--- src/rtl/irqg_pkg.sv ---
// Package irqg_pkg
// Shared types and helpers for the interrupt pending/mask unit.
// Assumes callers pass widths that fit into the stated register word.
package irqg_pkg;

    typedef enum logic {
        SEL_STATUS = 1'b0,
        SEL_CAUSE  = 1'b1
    } reg_sel_e;

endpackage

--- src/rtl/irqg_regs.sv ---
// Module irqg_regs
// Holds the status word (global enable + per-line mask) and the pending
// bits of the cause word. Software lines sit in the low NUM_SW pending
// positions and are written by the core; the rest follow device inputs.
// Also reports, per line, an edge where the pending bit newly rises.
// Assumes PEND_LSB + NUM_LINES <= REG_W and PEND_LSB > 0.
module irqg_regs
    import irqg_pkg::*;
#(
    parameter int NUM_LINES = 8,
    parameter int NUM_SW    = 2,
    parameter int PEND_LSB  = 8,
    parameter int REG_W     = 32
) (
    input  logic                        clk,
    input  logic                        rst_n,
    input  logic [NUM_LINES-NUM_SW-1:0] dev_lvl,
    input  logic                        wr_en,
    input  reg_sel_e                    wr_sel,
    input  logic [REG_W-1:0]            wr_data,
    output logic [REG_W-1:0]            status_word,
    output logic [REG_W-1:0]            cause_word,
    output logic [NUM_LINES-1:0]        pend,
    output logic [NUM_LINES-1:0]        mask,
    output logic                        gen_en,
    output logic [NUM_LINES-1:0]        rise
);

    localparam int NUM_DEV = NUM_LINES - NUM_SW;

    logic [NUM_LINES-1:0] pend_d;
    logic [NUM_SW-1:0]    sw_d;
    logic                 wr_cause;
    logic                 wr_status;

    assign wr_cause  = wr_en && (wr_sel == SEL_CAUSE);
    assign wr_status = wr_en && (wr_sel == SEL_STATUS);

    // Next value of the software lines: loaded on a cause write, else held.
    always_comb begin
        sw_d = wr_cause ? wr_data[PEND_LSB +: NUM_SW] : pend[NUM_SW-1:0];
    end

    // Next pending vector: device lines above the software lines.
    assign pend_d = {dev_lvl, sw_d};

    // Newly raised pending bits on the coming edge.
    assign rise = pend_d & ~pend;

    // Pending register update.
    always_ff @(posedge clk) begin
        if (!rst_n) begin
            pend <= '0;
        end else begin
            pend <= pend_d;
        end
    end

    // Status register update: only mask byte and global enable are stored.
    always_ff @(posedge clk) begin
        if (!rst_n) begin
            mask   <= '0;
            gen_en <= 1'b0;
        end else if (wr_status) begin
            mask   <= wr_data[PEND_LSB +: NUM_LINES];
            gen_en <= wr_data[0];
        end
    end

    // Assemble the visible register words with unused bits at zero.
    always_comb begin
        status_word                       = '0;
        status_word[PEND_LSB +: NUM_LINES] = mask;
        status_word[0]                    = gen_en;
        cause_word                        = '0;
        cause_word[PEND_LSB +: NUM_LINES]  = pend;
    end

    // Device lines track their inputs one clock later.
    p_dev_follow_r2: assert property (@(posedge clk) disable iff (!rst_n)
        $past(rst_n) |-> (pend[NUM_LINES-1:NUM_SW] == $past(dev_lvl)));

    // Software lines hold unless a cause write occurs.
    p_sw_hold_r3: assert property (@(posedge clk) disable iff (!rst_n)
        !wr_cause |=> (pend[NUM_SW-1:0] == $past(pend[NUM_SW-1:0])));

    // Status only changes on a status write.
    p_status_hold_r4: assert property (@(posedge clk) disable iff (!rst_n)
        !wr_status |=> $stable(status_word));

    localparam int UNUSED_DEV = NUM_DEV;

endmodule

--- src/rtl/irqg_gate.sv ---
// Module irqg_gate
// Combines pending bits, mask bits and the global enable into one
// interrupt request and registers it once.
// Assumes all inputs come from registers in the same clock domain.
module irqg_gate #(
    parameter int NUM_LINES = 8
) (
    input  logic                 clk,
    input  logic                 rst_n,
    input  logic [NUM_LINES-1:0] pend,
    input  logic [NUM_LINES-1:0] mask,
    input  logic                 gen_en,
    output logic                 core_irq
);

    logic hit;

    // Any enabled line pending, qualified by the global enable.
    assign hit = gen_en && (|(pend & mask));

    // Output register.
    always_ff @(posedge clk) begin
        if (!rst_n) begin
            core_irq <= 1'b0;
        end else begin
            core_irq <= hit;
        end
    end

    // With the global enable off, no request leaves the block.
    p_gate_off_r6: assert property (@(posedge clk) disable iff (!rst_n)
        ($past(rst_n) && !$past(gen_en)) |-> !core_irq);

    // A request needs a line that was both pending and unmasked.
    p_needs_line_r5: assert property (@(posedge clk) disable iff (!rst_n)
        core_irq |-> ($past(pend & mask) != '0));

endmodule

--- src/rtl/irqg_stats.sv ---
// Module irqg_stats
// One saturating event counter per line. A counter advances when its
// line's pending bit newly rises while that line is enabled, judged by
// the status value held before the edge. Read through an index.
// Assumes CNT_W >= 1; an index at or above NUM_LINES reads zero.
module irqg_stats #(
    parameter int NUM_LINES = 8,
    parameter int CNT_W     = 32,
    parameter int IDX_W     = 4
) (
    input  logic                 clk,
    input  logic                 rst_n,
    input  logic [NUM_LINES-1:0] rise,
    input  logic [NUM_LINES-1:0] line_en,
    input  logic [IDX_W-1:0]     idx,
    output logic [CNT_W-1:0]     rdata
);

    localparam int SEL_W = (NUM_LINES > 1) ? $clog2(NUM_LINES) : 1;
    localparam logic [CNT_W-1:0] CNT_MAX = '1;

    logic [CNT_W-1:0] cnt_q [NUM_LINES];

    for (genvar n = 0; n < NUM_LINES; n++) begin : g_line
        logic bump;
        assign bump = rise[n] && line_en[n] && (cnt_q[n] != CNT_MAX);

        // Per-line counter with saturation.
        always_ff @(posedge clk) begin
            if (!rst_n) begin
                cnt_q[n] <= '0;
            end else if (bump) begin
                cnt_q[n] <= cnt_q[n] + 1'b1;
            end
        end

        // Saturated counters stay saturated.
        p_cnt_sat_r9: assert property (@(posedge clk) disable iff (!rst_n)
            (cnt_q[n] == CNT_MAX) |=> (cnt_q[n] == CNT_MAX));

        // Counters move by at most one per clock.
        p_cnt_step_r8: assert property (@(posedge clk) disable iff (!rst_n)
            (cnt_q[n] != CNT_MAX) |=>
                ((cnt_q[n] == $past(cnt_q[n])) || (cnt_q[n] == $past(cnt_q[n]) + 1'b1)));

        // No count without a rising, enabled line.
        p_cnt_cause_r8: assert property (@(posedge clk) disable iff (!rst_n)
            !(rise[n] && line_en[n]) |=> $stable(cnt_q[n]));
    end

    // Indexed read; out-of-range index returns zero.
    always_comb begin
        rdata = '0;
        if (idx < IDX_W'(NUM_LINES)) begin
            rdata = cnt_q[idx[SEL_W-1:0]];
        end
    end

endmodule

--- src/rtl/irq_pend_unit.sv ---
// Module irq_pend_unit
// Top of the eight-line interrupt pending/mask unit: register file,
// request gate and statistics counters. Device input k drives line
// k+NUM_SW. Register port: write strobe with a target select, and a
// separate read select.
// Assumes single clock domain and synchronous inputs.
module irq_pend_unit
    import irqg_pkg::*;
#(
    parameter int NUM_LINES = 8,
    parameter int NUM_SW    = 2,
    parameter int PEND_LSB  = 8,
    parameter int REG_W     = 32,
    parameter int CNT_W     = 32
) (
    input  logic                            clk,
    input  logic                            rst_n,
    input  logic [NUM_LINES-NUM_SW-1:0]     dev_irq,
    input  logic                            reg_wr,
    input  logic                            reg_sel,
    input  logic [REG_W-1:0]                reg_wdata,
    input  logic                            reg_rsel,
    output logic [REG_W-1:0]                reg_rdata,
    output logic                            core_irq,
    output logic [NUM_LINES-1:0]            dbg_pend,
    output logic [NUM_LINES-1:0]            dbg_mask,
    input  logic [$clog2(NUM_LINES):0]      cnt_idx,
    output logic [CNT_W-1:0]                cnt_rdata
);

    localparam int IDX_W = $clog2(NUM_LINES) + 1;

    logic [REG_W-1:0]     status_word;
    logic [REG_W-1:0]     cause_word;
    logic [NUM_LINES-1:0] pend;
    logic [NUM_LINES-1:0] mask;
    logic                 gen_en;
    logic [NUM_LINES-1:0] rise;
    logic [NUM_LINES-1:0] line_en;
    reg_sel_e             wr_sel;

    assign wr_sel = reg_sel_e'(reg_sel);

    irqg_regs #(
        .NUM_LINES (NUM_LINES),
        .NUM_SW    (NUM_SW),
        .PEND_LSB  (PEND_LSB),
        .REG_W     (REG_W)
    ) u_regs (
        .clk         (clk),
        .rst_n       (rst_n),
        .dev_lvl     (dev_irq),
        .wr_en       (reg_wr),
        .wr_sel      (wr_sel),
        .wr_data     (reg_wdata),
        .status_word (status_word),
        .cause_word  (cause_word),
        .pend        (pend),
        .mask        (mask),
        .gen_en      (gen_en),
        .rise        (rise)
    );

    irqg_gate #(
        .NUM_LINES (NUM_LINES)
    ) u_gate (
        .clk      (clk),
        .rst_n    (rst_n),
        .pend     (pend),
        .mask     (mask),
        .gen_en   (gen_en),
        .core_irq (core_irq)
    );

    // Per-line enable as held before the coming edge.
    assign line_en = mask & {NUM_LINES{gen_en}};

    irqg_stats #(
        .NUM_LINES (NUM_LINES),
        .CNT_W     (CNT_W),
        .IDX_W     (IDX_W)
    ) u_stats (
        .clk     (clk),
        .rst_n   (rst_n),
        .rise    (rise),
        .line_en (line_en),
        .idx     (cnt_idx),
        .rdata   (cnt_rdata)
    );

    // Register read selection.
    always_comb begin
        reg_rdata = (reg_rsel == 1'b1) ? cause_word : status_word;
    end

    assign dbg_pend = cause_word[PEND_LSB +: NUM_LINES];
    assign dbg_mask = status_word[PEND_LSB +: NUM_LINES];

    // Reset leaves the request output low.
    p_reset_quiet_r1: assert property (@(posedge clk)
        !$past(rst_n) && $past(rst_n, 2) |-> !core_irq);

endmodule

--- config.mk ---
export PLATFORM = sky130hd
export DESIGN_NAME = irq_pend_unit
export DESIGN_NICKNAME = d
export VERILOG_FILES = /design/src/rtl/irqg_pkg.sv /design/src/rtl/irqg_regs.sv /design/src/rtl/irqg_gate.sv /design/src/rtl/irqg_stats.sv /design/src/rtl/irq_pend_unit.sv
export SDC_FILE = /design/constraint.sdc
export NUM_CORES = 1
export LEC_CHECK = 0
export BUFFER_PORTS_ARGS = -buffer_cell sky130_fd_sc_hd__buf_4
export CORE_MARGIN = 3
export CORE_UTILIZATION = 45
export DETAILED_ROUTE_END_ITERATION = 10
export GPL_TIMING_DRIVEN = 0
export SETUP_SLACK_MARGIN = 0.4
export SLEW_MARGIN = 15
export SYNTH_ARGS = -nofsm -noshare
export SYNTH_HDL_FRONTEND = slang
export SYNTH_SLANG_ARGS = --single-unit
--- constraint.sdc ---
create_clock -name clk -period 11.2 [get_ports clk]
set_input_delay 2.24 -clock clk [delete_from_list [all_inputs] [get_ports clk]]
set_output_delay 2.24 -clock clk [all_outputs]
set_load 0.01 [all_outputs]
==> results.md <==
* Internal power summed over all cells at 1.91 mW
* Quantity of hold-fixing buffers added after cts at 0
* Switching fraction of total power at 23.7%
* CTS root buffer: sky130_fd_sc_hd__clkbuf_16
* Mean instance size in the synthesized netlist at 10.8 um^2
* Row Count at 69
* Number of design-rule violations left by the first detailed-router iteration at 1124
* Die span in y at 198 um
* Die area at 39300 um^2
* RSZ-0062 raised after global routing: false
* Average routed wire per standard cell at 20.9 um
* Flip-flop and latch count after synthesis at 274
* Deepest level of the CTS H-tree at 2
* Cell with the most instances after synthesis: sky130_fd_sc_hd__nor2_1
* Critical Path Fanout Max at 10
* Count of vias placed by the detailed router at 12400
* Final Cell Area at 19100 um^2
* Top cell types by occurrence after synthesis: 319 x sky130_fd_sc_hd__nor2_1, 256 x sky130_fd_sc_hd__edfxtp_1, 154 x sky130_fd_sc_hd__xor2_1
* Post-synth EDFFs at 256
* Max-slew violations at 0
* Buffer levels on the longest clock path at 3
* CTS tree: yes
* Area added between synthesis and finish at 14.8%
* Post-synthesis cell count at 1546
* Most instantiated flip-flop cell in the synthesis netlist: sky130_fd_sc_hd__edfxtp_1
* Switching power total at 0.594 mW
* Actual transition at the worst max-transition pin at 1.16 ns
* Complex-gate fraction of the synthesized area at 1.83%
* Boundary Pins at 128
* Warnings from Yosys at 0
* Number of search-and-repair iterations in the first detailed-routing pass at 5
* Count of clock tree sinks at 274
* Post-CTS setup repair buffer count at 0
* Clock-pin slew of the registers on the worst-case setup and hold paths at 0.06 ns
* Type of the worst setup path: in2out
* Area of the core region at 36000 um^2
* Sequential fraction of design power at 48.1%
* Leakage power figure at 6.46 nW
* Dominant combinational cell family by area after synthesis: simple AND/OR/NAND/NOR gates
* Diodes inserted at 0
* Horizontal die dimension at 198 um
* Antenna violations before repair at 1
* Via count of the first global-routing pass at 11900
* Kind of end point of the critical path: primary output
* Part of the power in the clock network at 44.0%
* Area share of fa/ha/maj cells after synthesis at 0.601%
* GRT overflow at 0
* Setup Viol. Count Final at 0
* Seq/Total Area, Yosys at 48.3%
* Proportion of synthesized flip-flops having asynchronous set or reset at 0%
* PostCTS Resize Cnt at 0
* Post-synthesis share of cell area spent on and, or, nand and nor gates at 22.6%
* Number of antenna-violating nets in the routed design at 0
* Final-layout fill cell count at 3184
* Areal power density over the cells at 131 nW/um^2
* Share of synthesized area spent on multiplexers at 11.1%
* Starting density of the core at 46.2%
* Max-capacitance violation count at 0
* Kind of start point of the critical path: input pin
* Layout Skew at 0.0118 ns
* Clock network latency to the later pin of the worst-skew pair at 0.51 ns
* Setup slack of the most critical reg-to-reg path at 7.67 ns
* Netlist area before placement at 16600 um^2
* Cell types occupying the most area after synthesis: sky130_fd_sc_hd__edfxtp_1 46%, sky130_fd_sc_hd__mux4_2 8.7%, sky130_fd_sc_hd__xor2_1 8.1%
* Accumulated negative setup slack at 0 ns
* Post-synth cell types at 51
* Nets@finish at 1740
* Placed wire-length estimate at 33.9 mm
* RD Place Congestion at 0.879
* GR Util All Layers at 23.0%
* Final period utilization at 63.2%
* Cell taking the most area after synthesis: sky130_fd_sc_hd__edfxtp_1
* Maximum clock frequency at 141 MHz
* Combinational group share of total power at 7.9%
* Wire length of the first global-routing pass at 69.8 mm
* Largest net degree at the start of global routing at 33
* Total clock buffers created by CTS at 34
* Worst EP arrival at 4.84 ns
* Xor/xnor cell area share of the yosys netlist at 12.1%
* Remaining routing DRC violations at 0
* Maximum VDD drop at 0.0000884 V
* Status: completed
* Post-layout min period at 7.08 ns
* Post-synth top area share at 46.2%
* Area after detailed placement at 18000 um^2
* Vias/cell at 5.73
* Min-Delay Path Class: reg2reg
* Worst slew slack as a fraction of its limit at 21.3%
* Final worst hold slack at 0.528 ns
* CP required at 8.96 ns
* Aggregate routed wire length at 45.3 mm
* Total power draw at 2.51 mW
* Fraction of layout cells with a size suffix above 1 at 15.5%
* Number of hold-slack violations in the final timing report at 0
* Number of buffers added on ports at 77
-- logic make-up after synthesis --
family | count (synthesis)
mux | 104
xor+xnor | 230
other cells | 1
flops | 274
compound gates | 47
buf+inv | 116
simple gates | 766
fa+ha+maj | 8
-- state kept, by name, summed over array words and instances (netlist names) --
name	count
u_regs.pend	8
u_regs.mask	8
u_gate.core_irq	1
u_regs.gen_en	1
u_stats.cnt_q	256
-- per-stage QoR --
| step | util, % | cells | setup WS [ns] |
|---|---|---|---|
| finish | 53.1 | 2172 | 4.12 |
| detailed placement | 50.0 | 2110 | 4.13 |
| CTS | 53.1 | 2172 | 4.13 |
| floorplan | - | 1568 | 5.10 |
| global placement | 49.7 | 2106 | 4.09 |
| global route | 53.1 | 2172 | 4.01 |
-- per-layer routing --
metal	part of all wire, %	up-vias	track usage [%]
li1	-	5865	-
met1	45	6105	33.9
met2	45	417	35.7
met3	7.3	60	3.73
met4	2.2	0	5.77
met5	0	-	0
-- path summary, 6_finish.rpt --
kind | from | endpoint | depth (start not counted)
min | u_regs.mask[2] | u_regs.mask[2] | 2
max reg2reg | u_stats.cnt_q[1][0] | u_stats.cnt_q[1][4] | 7
min reg2reg | u_regs.mask[2] | u_regs.mask[2] | 2
max | cnt_idx[0] | cnt_rdata[23] | 7
-- power by group through the flow --
stage	Combinational (mW)	Sequential (mW)	Clock, mW
6_report	0.197	1.21	1.10
5_1_grt	0.213	1.21	1.17
4_1_cts	0.198	1.21	1.13
3_5_place_dp	0.197	1.23	0
3_3_place_gp	0.191	1.23	0
2_1_floorplan	0.127	1.21	0
-- critical path, stage by stage --
cell and delay, ns:
sky130_fd_sc_hd__buf_2 0.35, sky130_fd_sc_hd__clkbuf_1 0.69, sky130_fd_sc_hd__clkbuf_1 0.64, sky130_fd_sc_hd__mux4_2 0.40, sky130_fd_sc_hd__mux2i_1 0.23, sky130_fd_sc_hd__nor2_1 0.10
sky130_fd_sc_hd__buf_4 0.17
-- placed cells by master, fill, tap and decap left out, types with 10 or more instances in the layout --
master / instances
sky130_fd_sc_hd__a21boi_0: 11
sky130_fd_sc_hd__a21oi_1: 10
sky130_fd_sc_hd__and2_1: 14
sky130_fd_sc_hd__and3_1: 38
sky130_fd_sc_hd__and4_1: 25
sky130_fd_sc_hd__buf_1: 10
sky130_fd_sc_hd__buf_2: 14
sky130_fd_sc_hd__buf_4: 100
sky130_fd_sc_hd__clkbuf_1: 47
sky130_fd_sc_hd__clkbuf_16: 37
sky130_fd_sc_hd__clkinv_1: 11
sky130_fd_sc_hd__conb_1: 23
sky130_fd_sc_hd__dfxtp_1: 18
sky130_fd_sc_hd__edfxtp_1: 256
sky130_fd_sc_hd__inv_1: 24
sky130_fd_sc_hd__mux2i_1: 32
sky130_fd_sc_hd__mux4_2: 64
sky130_fd_sc_hd__nand2_1: 108
sky130_fd_sc_hd__nand3_1: 88
sky130_fd_sc_hd__nand4_1: 92
sky130_fd_sc_hd__nor2_1: 319
sky130_fd_sc_hd__nor3_1: 24
sky130_fd_sc_hd__o21ai_0: 10
sky130_fd_sc_hd__xnor2_1: 76
sky130_fd_sc_hd__xor2_1: 154
-- cell type report --
cell class	instances	area (um^2)	area share (%)
tap	461	577	3.02
sequential	274	8050	42.1
timing repair buffer	81	666	3.48
multi-input combinational	1178	8150	42.6
inverter	24	90.1	0.471
clock buffer	42	945	4.94
clock inverter	20	164	0.858
buffer	92	472	2.47
(Power assumes the default switching activity.)
